### src/rtl/bfly_pkg.sv
package bfly_pkg;
  // column bit examined by a given rank, leading bit first
  function automatic int steer_bit(input int rank, input int aw);
    return aw - 1 - rank;
  endfunction
endpackage

### src/rtl/bfly_switch.sv
module bfly_switch (
  input  logic straight_req_i,
  input  logic cross_req_i,
  input  logic slot_free_i,
  output logic straight_gnt_o,
  output logic cross_gnt_o
);
  assign straight_gnt_o = slot_free_i & straight_req_i;
  assign cross_gnt_o    = slot_free_i & cross_req_i & ~straight_req_i;
endmodule

### src/rtl/bfly_rank.sv
module bfly_rank
  import bfly_pkg::*;
#(
  parameter int N_NODES = 8,
  parameter int AW      = 3,
  parameter int DW      = 8,
  parameter int RANK    = 0
) (
  input  logic                         clk_i,
  input  logic                         rst_ni,
  input  logic [N_NODES-1:0]           up_valid_i,
  input  logic [N_NODES-1:0][AW-1:0]   up_tag_i,
  input  logic [N_NODES-1:0][DW-1:0]   up_data_i,
  input  logic [N_NODES-1:0]           down_move_i,
  output logic [N_NODES-1:0]           up_move_o,
  output logic [N_NODES-1:0]           q_valid_o,
  output logic [N_NODES-1:0][AW-1:0]   q_tag_o,
  output logic [N_NODES-1:0][DW-1:0]   q_data_o
);
  localparam int SBIT = steer_bit(RANK, AW);
  localparam int MASK = 1 << SBIT;

  logic [N_NODES-1:0] want_x, s_req, x_req, gnt_s, gnt_x, slot_free;

  // slot reusable when empty or its occupant advances this cycle
  assign slot_free = ~q_valid_o | down_move_i;

  for (genvar c = 0; c < N_NODES; c++) begin : g_col
    localparam int   PART    = c ^ MASK;
    localparam logic COL_BIT = ((c >> SBIT) & 1) != 0;

    logic          v_q;
    logic [AW-1:0] t_q;
    logic [DW-1:0] d_q;

    assign want_x[c] = up_tag_i[c][AW-1] ^ COL_BIT;
    assign s_req[c]  = up_valid_i[c] & ~want_x[c];
    assign x_req[c]  = up_valid_i[c] &  want_x[c];

    bfly_switch u_sw (
      .straight_req_i (s_req[c]),
      .cross_req_i    (x_req[PART]),
      .slot_free_i    (slot_free[c]),
      .straight_gnt_o (gnt_s[c]),
      .cross_gnt_o    (gnt_x[c])
    );

    assign up_move_o[c] = gnt_s[c] | (x_req[c] & gnt_x[PART]);

    always_ff @(posedge clk_i or negedge rst_ni) begin
      if (!rst_ni) begin
        v_q <= 1'b0;
        t_q <= '0;
        d_q <= '0;
      end else if (slot_free[c]) begin
        v_q <= gnt_s[c] | gnt_x[c];
        if (gnt_s[c]) begin
          t_q <= up_tag_i[c] << 1;
          d_q <= up_data_i[c];
        end else if (gnt_x[c]) begin
          t_q <= up_tag_i[PART] << 1;
          d_q <= up_data_i[PART];
        end
      end
    end

    assign q_valid_o[c] = v_q;
    assign q_tag_o[c]   = t_q;
    assign q_data_o[c]  = d_q;
  end
endmodule

### src/rtl/bfly_router.sv
module bfly_router #(
  parameter int N_NODES = 8,
  parameter int DATA_W  = 8
) (
  input  logic                          clk_i,
  input  logic                          rst_ni,
  input  logic [N_NODES-1:0]            in_valid_i,
  input  logic [N_NODES*$clog2(N_NODES)-1:0] in_dest_i,
  input  logic [N_NODES*DATA_W-1:0]     in_data_i,
  output logic [N_NODES-1:0]            in_blocked_o,
  output logic [N_NODES-1:0]            out_valid_o,
  output logic [N_NODES*DATA_W-1:0]     out_data_o
);
  localparam int AW = $clog2(N_NODES);

  for (genvar r = 0; r < AW; r++) begin : g_rank
    logic [N_NODES-1:0]             up_v, up_mv, dn_mv, q_v;
    logic [N_NODES-1:0][AW-1:0]     up_t, q_t;
    logic [N_NODES-1:0][DATA_W-1:0] up_d, q_d;

    if (r == 0) begin : g_head
      assign up_v = in_valid_i;
      assign up_t = in_dest_i;
      assign up_d = in_data_i;
    end else begin : g_mid
      assign up_v = g_rank[r-1].q_v;
      assign up_t = g_rank[r-1].q_t;
      assign up_d = g_rank[r-1].q_d;
    end

    if (r == AW-1) begin : g_tail
      // output rank always drains
      logic [N_NODES-1:0][AW-1:0] tag_unused;
      assign dn_mv      = '1;
      assign tag_unused = q_t;
    end else begin : g_link
      assign dn_mv = g_rank[r+1].up_mv;
    end

    bfly_rank #(
      .N_NODES (N_NODES),
      .AW      (AW),
      .DW      (DATA_W),
      .RANK    (r)
    ) u_rank (
      .clk_i       (clk_i),
      .rst_ni      (rst_ni),
      .up_valid_i  (up_v),
      .up_tag_i    (up_t),
      .up_data_i   (up_d),
      .down_move_i (dn_mv),
      .up_move_o   (up_mv),
      .q_valid_o   (q_v),
      .q_tag_o     (q_t),
      .q_data_o    (q_d)
    );
  end

  assign in_blocked_o = in_valid_i & ~g_rank[0].up_mv;
  assign out_valid_o  = g_rank[AW-1].q_v;
  assign out_data_o   = g_rank[AW-1].q_d;
endmodule

### config.mk
export PLATFORM = sky130hd
export DESIGN_NAME = bfly_router
export DESIGN_NICKNAME = d
export VERILOG_FILES = /design/src/rtl/bfly_pkg.sv /design/src/rtl/bfly_switch.sv /design/src/rtl/bfly_rank.sv /design/src/rtl/bfly_router.sv
export SDC_FILE = /design/constraint.sdc
export NUM_CORES = 1
export LEC_CHECK = 0
export ABC_AREA = 1
export BUFFER_PORTS_ARGS = -buffer_cell sky130_fd_sc_hd__buf_2
export CAP_MARGIN = 30
export CORE_UTILIZATION = 25
export DETAILED_ROUTE_END_ITERATION = 10
export GPL_ROUTABILITY_DRIVEN = 0
export SYNTH_ARGS = -nofsm -noshare
export SYNTH_HDL_FRONTEND = slang
export SYNTH_HIERARCHICAL = 1
export SYNTH_SLANG_ARGS = --single-unit
### constraint.sdc
create_clock -name clk_i -period 4.21 [get_ports clk_i]
set_clock_uncertainty 0.2 [all_clocks]
set_input_delay 0.842 -clock clk_i [delete_from_list [all_inputs] [get_ports clk_i]]
set_output_delay 0.842 -clock clk_i [all_outputs]
set_load 0.02 [all_outputs]
==> flow_metrics.py, run 1 <==
metrics = {
    "critical_path": {
        "critPathRequiredTime_ns": 3.17,
        "reg2reg_setup_slack_ns": 1.33,
        "start_kind": "flip-flop",
        "arrival_ns": 2.95,
        "path_max_fanout": 11,
        "r2r-start": "g_rank[1].u_rank/g_col[1].v_q",
        "reg2reg_to": "g_rank[0].u_rank/g_col[1].t_q[1]",
        "worst-r2r-cell-count": 21,
        "end_kind": "output port",
        "path_class": "reg2out",
    },
    "cts": {
        "cts.path.max_buffers": 3,
        "ctsHtreeMaxLevel": 1,
        "cts-buffers-inserted": 28,
        "cts_sinks": 240,
        "clk_pin_slew_worst_paths_ns": 0.06,
        "clock_latency_ns": 0.55,
        "cts_tree": "built",
        "cts_root_buffer": "clkbuf_16",
    },
    "floorplan": {
        "initial_core_util_pct": 25.4,
        "placeableCoreArea_sq_um": 54000,
        "rows": 85,
        "dieArea_sq_um": 55900,
        "die_h_um": 236,
        "die_x_um": 236,
        "pin_count": 178,
    },
    "grt": {
        "first_global_vias": 11986,
        "grt_pass1_wl_um": 66100,
        "antenna_found_initial": 3,
        "grt_max_degree": 103,
        "overflow": 0,
        "track_usage_pct": 14.9,
    },
    "synthesis": {
        "netlist_instances": 2117,
        "synth_warnings": 6,
        "syn_area_sq_um": 13700,
        "syn_avg_cell_area_sq_um": 6.49,
    },
    "cells_and_area": {
        "fin_nets": 2403,
        "area_growth_pct": 18.8,
        "drive_gt1_share_pct": 16.9,
        "antenna_cells": 0,
        "final_cell_mix": "nand2_1, dfrtp_1, buf_2",
        "layout_commonest_cell": "nand2_1",
        "fin_cells": 3022,
        "finalInstanceArea_sq_um": 16300,
    },
    "detailed_routing": {
        "viasPerCell": 4.21,
        "dr.pass1.iters": 5,
        "drt_wl_total_um": 41800,
        "drtIter0Drc": 1055,
        "drc": 0,
        "postRouteAntennaNets": 0,
        "vias": 12723,
        "post_drt_wl_per_cell_um": 13.8,
    },
    "sta": {
        "relSlewSlack_pct": 62.3,
        "max_freq_mhz": 251,
        "hold_ws_ns": 0.273,
        "period_share_pct": 94.7,
        "period_minus_slack_ns": 3.99,
        "final-setup-viol-count": 0,
        "finalSetupTns_ns": 0,
        "hold_violations": 0,
        "drv_slew": 0,
        "worst_pin_slew_ns": 0.566,
    },
    "run_status": {
        "status": "finished, final reports clean",
    },
    "min_path": {
        "hold_start": "g_rank[2].u_rank/g_col[3].d_q[2]",
        "hp-class": "reg2reg",
        "min_to": "g_rank[2].u_rank/g_col[3].d_q[2]",
        "min_delay_path_depth": 2,
    },
    "power": {
        "p_per_area_nw_per_um2": 763,
        "ir_worst_vdd_uv": 333,
        "p_leak_uw": 0.00993,
    },
    "placed_design": {
        "placed_area_sq_um": 15100,
        "dp_hpwl_um": 32800,
        "dp_cells": 2956,
        "port_buffers": 177,
    },
    "job": {
        "drv_cap": 0,
    },
}
==> through the flow <==
| stage | util [%] | setup WS (ns) | power (uW) |
|---|---|---|---|
| 2_1_floorplan | - | 0.838 | 8300 |
| 3_3_place_gp | 28.0 | 0.343 | 9750 |
| 3_5_place_dp | 28.0 | 0.294 | 9780 |
| 4_1_cts | 29.8 | 0.00238 | 12400 |
| 5_1_grt | 30.2 | -0.0140 | 13600 |
| 6_report | 30.2 | 0.223 | 12500 |
==> flip-flops by register name, indices dropped and copies added (netlist names) <==
| name | cells |
|---|---|
| g_rank.u_rank/g_col.d_q | 192 |
| g_rank.u_rank/g_col.t_q | 24 |
| g_rank.u_rank/g_col.v_q | 24 |
==> worst max path at each step <==
| stage | end | slack [ns] | from | cells after the start |
|---|---|---|---|---|
| 2_1_floorplan | in_blocked_o[0] | 0.84 | g_rank[1].u_rank/g_col[0].v_q | 23 |
| 3_3_place_gp | in_blocked_o[6] | 0.34 | g_rank[1].u_rank/g_col[6].v_q | 20 |
| 3_5_place_dp | in_blocked_o[7] | 0.29 | g_rank[1].u_rank/g_col[7].v_q | 20 |
| 4_1_cts | in_blocked_o[3] | 0.002 | g_rank[1].u_rank/g_col[5].v_q | 20 |
| 5_1_grt | in_blocked_o[2] | -0.01 | g_rank[1].u_rank/g_col[6].v_q | 20 |
| 6_report | in_blocked_o[2] | 0.22 | g_rank[1].u_rank/g_col[6].v_q | 20 |
==> final cells by class <==
type                       count  area (sq um)
clock inverter                15           141
timing repair buffer         215          1210
tap                          696           871
inverter                     176           708
fill                        5965         37700
clock buffer                  36           812
multi-input combinational   1644          6590
sequential                   240          6010
==> worst max-delay path: stages, from the launching register on <==
cell     delay (ns)
dfrtp_1        0.42
nand2_1        0.11
inv_1          0.06
nand2_1        0.05
nor2_2         0.09
inv_1          0.07
o21ai_2        0.15
inv_1          0.08
nand2_4        0.10
nand2_1        0.10
inv_4          0.11
inv_2          0.11
nand2_1        0.14
inv_1          0.06
nand2_2        0.09
nand2_1        0.07
nor2_2         0.09
inv_1          0.06
o21ai_1        0.20
nor2_2         0.06
buf_2          0.15
==> layer usage <==
metal  part of all wire, %  vias up  global-route usage [%]
met2                    44      316                    23.3
met3                   6.2       38                    2.37
met1                    49     5807                    21.6
met5                 0.055        -                       0
met4                   1.2        4                    2.64
li1                      -     6558                       -
==> repair_timing <==
item / CTS / global route
buffers inserted: 1 / 13
cloned: 0 / 0
resized for setup: 24 / 52
setup endpoints to repair: 8 / 8
pin swaps: 0 / 3
endpoints found under the hold margin: 41 / 0
hold buffers: 1 / 0
==> where the power goes <==
part | switching (uW) | internal, uW | total, uW
Clock | 1010 | 1480 | 2490
Combinational | 4020 | 1840 | 5860
Sequential | 853 | 3280 | 4130
Total | 5880 | 6590 | 12500
(Power assumes the default switching activity.)
==> inputs of run 2 (changes only) <==
--- a/config.mk
+++ b/config.mk
@@ -11,7 +11,7 @@
 export CORE_UTILIZATION = 25
 export DETAILED_ROUTE_END_ITERATION = 10
 export GPL_ROUTABILITY_DRIVEN = 0
+export SKIP_CTS_REPAIR_TIMING = 1
 export SYNTH_ARGS = -nofsm -noshare
 export SYNTH_HDL_FRONTEND = slang
-export SYNTH_HIERARCHICAL = 1
 export SYNTH_SLANG_ARGS = --single-unit
==> run 2 against run 1 <==
  * Synthesized cell count is 23% lower
  * Highest routed layer is now met4
  * First-iteration DRC count down 4.8%
  * Clock power rose by 6%
  * Largest power group unchanged
==> flow_metrics.py, run 2 <==
metrics = {
    "power": {
        "p_leak_uw": 0.00772,
        "switching_share_pct": 46.1,
        "clkPwrFrac_pct": 21.0,
        "power.internal_uw": 6740,
        "pwr-share-comb_pct": 43.6,
        "p_sw_uw": 5780,
        "power_frac_seq_pct": 35.4,
        "ir_worst_vdd_uv": 303,
        "p_per_area_nw_per_um2": 862,
    },
    "cells_and_area": {
        "layout_commonest_cell": "nand2_1",
        "reg_top3": "g_rank.u_rank.g_col.d_q: 192 flops, g_rank.u_rank.g_col.t_q: 24 flops, g_rank.u_rank.g_col.v_q: 24 flops",
        "largest_register_ff_count": 192,
        "fin_nets": 1859,
        "final_cell_mix": "nand2_1, dfrtp_1, o21ai_0",
        "fill_cells": 5070,
        "final_util_pct": 30.3,
        "area_growth_pct": 19.1,
        "top_register": "g_rank.u_rank.g_col.d_q",
        "drive_gt1_share_pct": 15.9,
    },
    "detailed_routing": {
        "drt_wl_total_um": 39500,
        "postRouteAntennaNets": 0,
        "post_drt_wl_per_cell_um": 16.5,
        "dr.pass1.iters": 5,
        "drc": 0,
        "viasPerCell": 4.60,
        "drtIter0Drc": 1004,
        "vias": 11030,
    },
    "synthesis": {
        "synth_fp_nets": 1718,
        "yosysMostFrequentCell": "nand2_1",
        "synth.top_cell.area_share_pct": 49.3,
        "syn_avg_cell_area_sq_um": 7.53,
        "yosys.area.top_type": "dfrtp_1",
        "synthTopCellsByCount": "nand2_1, dfrtp_1, o21ai_0",
        "ys_ff_latch": 240,
        "synth_warnings": 0,
        "synth_cell_types": 33,
        "netlist_instances": 1620,
        "synth.area.top_cells": "dfrtp_1, nand2_1, o21ai_0, inv_1, nand3_1",
        "ys.flop_type": "dfrtp_1",
        "syn_area_sq_um": 12200,
        "synth_edf_count": 0,
        "ys_seq_area_share_pct": 49.3,
        "async_flop_share_pct": 100,
    },
    "grt": {
        "antenna_found_initial": 1,
        "first_global_vias": 10737,
        "grt_max_degree": 98,
        "overflow": 0,
        "track_usage_pct": 15.8,
        "grt_pass1_wl_um": 61500,
    },
    "placed_design": {
        "dp_hpwl_um": 30900,
        "port_buffers": 177,
    },
    "critical_path": {
        "critPathRequiredTime_ns": 3.17,
        "reg2reg_setup_slack_ns": 1.36,
        "start_kind": "flip-flop",
        "arrival_ns": 2.84,
        "end_kind": "output port",
        "path_max_fanout": 18,
        "path_class": "reg2out",
    },
    "sta": {
        "hold_violations": 0,
        "worst_pin_slew_ns": 0.790,
        "period_share_pct": 92.2,
        "relSlewSlack_pct": 47.4,
        "final-setup-viol-count": 0,
        "drv_slew": 0,
        "max_freq_mhz": 258,
        "rsz0062_at_grt": "no",
        "finalSetupTns_ns": 0,
        "period_minus_slack_ns": 3.88,
    },
    "floorplan": {
        "die_x_um": 223,
        "die_h_um": 223,
        "placeableCoreArea_sq_um": 47900,
        "dieArea_sq_um": 49700,
        "pin_count": 178,
        "initial_core_util_pct": 25.4,
        "rows": 80,
    },
    "cts": {
        "cts_tree": "built",
        "cts-buffers-inserted": 27,
        "clk_pin_slew_worst_paths_ns": 0.06,
        "clock_latency_ns": 0.54,
        "ctsHtreeMaxLevel": 1,
        "cts_sinks": 240,
        "cts_root_buffer": "clkbuf_16",
        "cts.path.max_buffers": 3,
    },
    "run_status": {
        "status": "finished, final reports clean",
    },
    "job": {
        "drv_cap": 0,
    },
    "min_path": {
        "hp-class": "in2async",
    },
}
-- run 2: final timing paths --
kind / endpoint / cells after the start / startpoint
worst max-delay path: in_blocked_o[0] / 10 / g_rank[1].u_rank.g_col[3].t_q[2]
worst max register to register: g_rank[0].u_rank.g_col[4].d_q[2] / 8 / g_rank[1].u_rank.g_col[4].t_q[2]
worst min register to register: g_rank[2].u_rank.g_col[7].d_q[1] / 2 / g_rank[2].u_rank.g_col[7].d_q[1]
min in group clk_i: g_rank[2].u_rank.g_col[7].d_q[1] / 2 / g_rank[2].u_rank.g_col[7].d_q[1]
worst min-delay path: g_rank[0].u_rank.g_col[2].d_q[7] / 1 / rst_ni
max in group asynchronous: g_rank[2].u_rank.g_col[0].d_q[0] / 2 / rst_ni
-- run 2: area by class of cell --
| type | count | area [sq um] | area share, % |
|---|---|---|---|
| repair buffers | 188 | 1000 | 6.91 |
| clock inverters | 15 | 265 | 1.83 |
| clock buffers | 35 | 726 | 5.00 |
| multi-input cells | 1120 | 5060 | 34.8 |
| well taps | 615 | 769 | 5.30 |
| flip-flops and latches | 240 | 6010 | 41.4 |
| diodes | 1 | 2.50 | 0.0172 |
| inverters | 184 | 691 | 4.76 |
-- run 2: stage by stage --
stage                     instance area (sq um)  setup slack, ns  hold slack [ns]  total power, uW  cells
final                                     14500            0.329            0.124            12500   2398
after global routing                      14500           0.0942            0.188            13500   2397
after CTS                                 14500           0.0456            0.174            12600   2396
after detailed placement                  13500            0.651            0.267             9880   2346
after global placement                    13500            0.745            0.267             9780   2346
after floorplan                           12200             1.45            0.248             8090   1620
-- run 2: logic make-up (layout without fill, tap and decap cells) --
kind of cell,Yosys count,in the layout,share of synthesized area (%)
and+or+nand+nor,847,847,29.6
AOI/OAI and AO/OA,273,273,11.8
buffers and inverters,260,422,9.32
DFF,240,240,49.3
other,0,1,0
-- run 2: critical path: stages (launching register included) --
cell and delay (ns):
dfrtp_1 0.39, nand2_1 0.29, nor2_1 0.24, inv_1 0.09, nand2_1 0.23, nand3_2 0.29
nand2_1 0.13, buf_4 0.18, nand2_1 0.15, nor2_1 0.12, buf_2 0.18
-- run 2: per-layer routing --
| layer | global-route usage (%) | vias to the layer above | part of all wire [%] |
|---|---|---|---|
| li1 | - | 5408 | - |
| met2 | 25.9 | 353 | 47 |
| met4 | 4.03 | 0 | 2.4 |
| met5 | 0 | - | 0 |
| met1 | 21.3 | 5209 | 44 |
| met3 | 2.90 | 60 | 6.6 |
-- run 2: power groups by stage --
stage,sequential (uW),clock [uW],combinational [uW]
final,4430,2630,5460
after global routing,4560,2790,6210
after detailed placement,4450,0,5430
after floorplan,4440,0,3650
after CTS,4430,2690,5480
after global placement,4430,0,5350
==> inputs of run 3 (changes only) <==
--- a/config.mk
+++ b/config.mk
@@ -8,6 +8,7 @@
 export ABC_AREA = 1
 export BUFFER_PORTS_ARGS = -buffer_cell sky130_fd_sc_hd__buf_2
 export CAP_MARGIN = 30
+export CORE_MARGIN = 2
 export CORE_UTILIZATION = 25
 export DETAILED_ROUTE_END_ITERATION = 10
 export GPL_ROUTABILITY_DRIVEN = 0
==> run 3 against run 2 <==
  * Critical path depth shrank 1
  * Core utilization shrank 0.38 points
  * First-iteration DRC count grew 2.3%
  * Wire length is essentially flat
  * Final cell count shrank 0.21%
  * Register-to-register slack lost 0.09 ns
  * Global-route usage shrank 0.26 points
  * Clock power shrank 14%
  * Non-clock buffer count shrank 4
  * Sequential share of layout area grew 0.52 points
==> flow_metrics.py, run 3 (same netlist as run 2, synthesis figures left out) <==
metrics = {
    "critical_path": {
        "path_max_fanout": 25,
        "crit_top_cell": "nand2_1",
        "cp_slowest_cell": "nand2_1",
        "path_cells": "nand2_2 -> nor2_4 -> inv_2 -> nand3_2 -> nand2_1 -> nand2_1 -> nand2_1 -> nor2_1 -> buf_2",
        "arrival_ns": 2.78,
        "start_kind": "flip-flop",
        "max_stage_delay_ns": 0.46,
        "worst-r2r-cell-count": 10,
        "path_class": "reg2out",
        "end_kind": "output port",
        "critPathRequiredTime_ns": 3.17,
    },
    "cts": {
        "cts_root_buffer": "clkbuf_16",
        "cts_sinks": 240,
        "clk_pin_slew_worst_paths_ns": 0.06,
        "cts_tree": "built",
        "clock_latency_ns": 0.55,
        "ctsHtreeMaxLevel": 1,
        "cts.path.max_buffers": 3,
        "cts-buffers-inserted": 27,
    },
    "placed_design": {
        "dp_cells": 2343,
        "port_buffers": 177,
        "dp_hpwl_um": 31000,
        "dpl_worst_slack_ns": 0.679,
        "placed_area_sq_um": 13500,
    },
    "sta": {
        "drv_slew": 0,
        "hold_ws_ns": 0.208,
        "max_freq_mhz": 262,
        "setup_slack_ns": 0.388,
        "period_share_pct": 90.8,
        "relSlewSlack_pct": 34.1,
        "worst_pin_slew_ns": 0.983,
        "finalSetupTns_ns": 0,
        "period_minus_slack_ns": 3.82,
        "rsz0062_at_grt": "no",
        "hold_violations": 0,
        "final-setup-viol-count": 0,
    },
    "grt": {
        "antenna_found_initial": 2,
        "overflow": 0,
        "grt_pass1_wl_um": 61400,
        "track_usage_pct": 15.5,
        "grt_max_degree": 116,
        "first_global_vias": 10811,
    },
    "power": {
        "ir_worst_vdd_uv": 327,
        "power_frac_seq_pct": 36.8,
        "clkPwrFrac_pct": 18.6,
        "p_sw_uw": 5710,
        "p_leak_uw": 0.00763,
        "p_per_area_nw_per_um2": 844,
        "pwr-share-comb_pct": 44.6,
        "power.internal_uw": 6400,
        "switching_share_pct": 47.1,
    },
    "detailed_routing": {
        "postRouteAntennaNets": 0,
        "drt_wl_total_um": 39500,
        "post_drt_wl_per_cell_um": 16.5,
        "dr.pass1.iters": 6,
        "drtIter0Drc": 1027,
        "vias": 11144,
        "viasPerCell": 4.66,
        "drc": 0,
    },
    "cells_and_area": {
        "top_register": "g_rank.u_rank.g_col.d_q",
        "finalInstanceArea_sq_um": 14300,
        "reg_top3": "g_rank.u_rank.g_col.d_q: 192 flops, g_rank.u_rank.g_col.t_q: 24 flops, g_rank.u_rank.g_col.v_q: 24 flops",
        "area_growth_pct": 17.6,
        "layout_commonest_cell": "nand2_1",
        "largest_register_ff_count": 192,
        "final_cell_mix": "nand2_1, dfrtp_1, o21ai_0",
        "drive_gt1_share_pct": 15.5,
        "fin_nets": 1855,
        "fin_cells": 2393,
    },
    "job": {
        "drv_cap": 0,
    },
    "floorplan": {
        "die_x_um": 225,
        "rows": 80,
        "pin_count": 178,
        "die_h_um": 225,
        "dieArea_sq_um": 50600,
        "placeableCoreArea_sq_um": 47900,
        "initial_core_util_pct": 25.4,
    },
    "run_status": {
        "status": "finished, final reports clean",
    },
    "min_path": {
        "hp-class": "in2async",
    },
}
-- run 3: worst max-delay path, delay by kind of cell, from the launching register on --
| kind | cells | cell delay (ns) |
|---|---|---|
| buffers and inverters | 2 | 0.25 |
| DFF | 1 | 0.42 |
| and+or+nand+nor | 7 | 1.54 |
-- run 3: final cells by class --
type	count	area (sq um)
diodes	2	5.00
clock buffers	45	823
clock inverters	3	22.5
fillers	5091	33600
inverters	184	691
multi-input cells	1120	5060
flip-flops and latches	240	6010
well taps	615	769
repair buffers	184	961
-- run 3: per-layer routing --
| metal | vias up | track usage, % | wire [um] |
|---|---|---|---|
| met5 | - | 0 | 0 |
| met4 | 0 | 4.98 | 1080 |
| met3 | 68 | 2.82 | 2430 |
| met2 | 400 | 25.0 | 18200 |
| met1 | 5278 | 21.1 | 17800 |
| li1 | 5398 | - | - |
-- run 3: per-stage QoR --
stage / power (uW) / utilization (%)
after detailed placement: 9850 / 28.1
final: 12100 / 29.9
after CTS: 12200 / 29.9
after floorplan: 8090 / -
after global placement: 9760 / 28.1
after global routing: 13100 / 29.9
-- run 3: worst paths after layout --
kind,start,end,slack (ns)
max,g_rank[1].u_rank.g_col[1].t_q[2],in_blocked_o[2],0.39
min,rst_ni,g_rank[0].u_rank.g_col[2].d_q[6],0.21
max reg2reg,g_rank[1].u_rank.g_col[3].t_q[2],g_rank[0].u_rank.g_col[2].d_q[5],1.27
min reg2reg,g_rank[2].u_rank.g_col[7].d_q[0],g_rank[2].u_rank.g_col[7].d_q[0],0.28
max in group asynchronous,rst_ni,g_rank[2].u_rank.g_col[1].d_q[5],2.71
min in group clk_i,g_rank[2].u_rank.g_col[7].d_q[0],g_rank[2].u_rank.g_col[7].d_q[0],0.28
-- run 3: power groups by stage --
stage                     logic [uW]  clock network [uW]  registers [uW]
after floorplan                 3650                   0            4440
after global placement          5310                   0            4440
after detailed placement        5380                   0            4460
after CTS                       5420                2310            4450
after global routing            6140                2400            4580
final                           5400                2260            4450
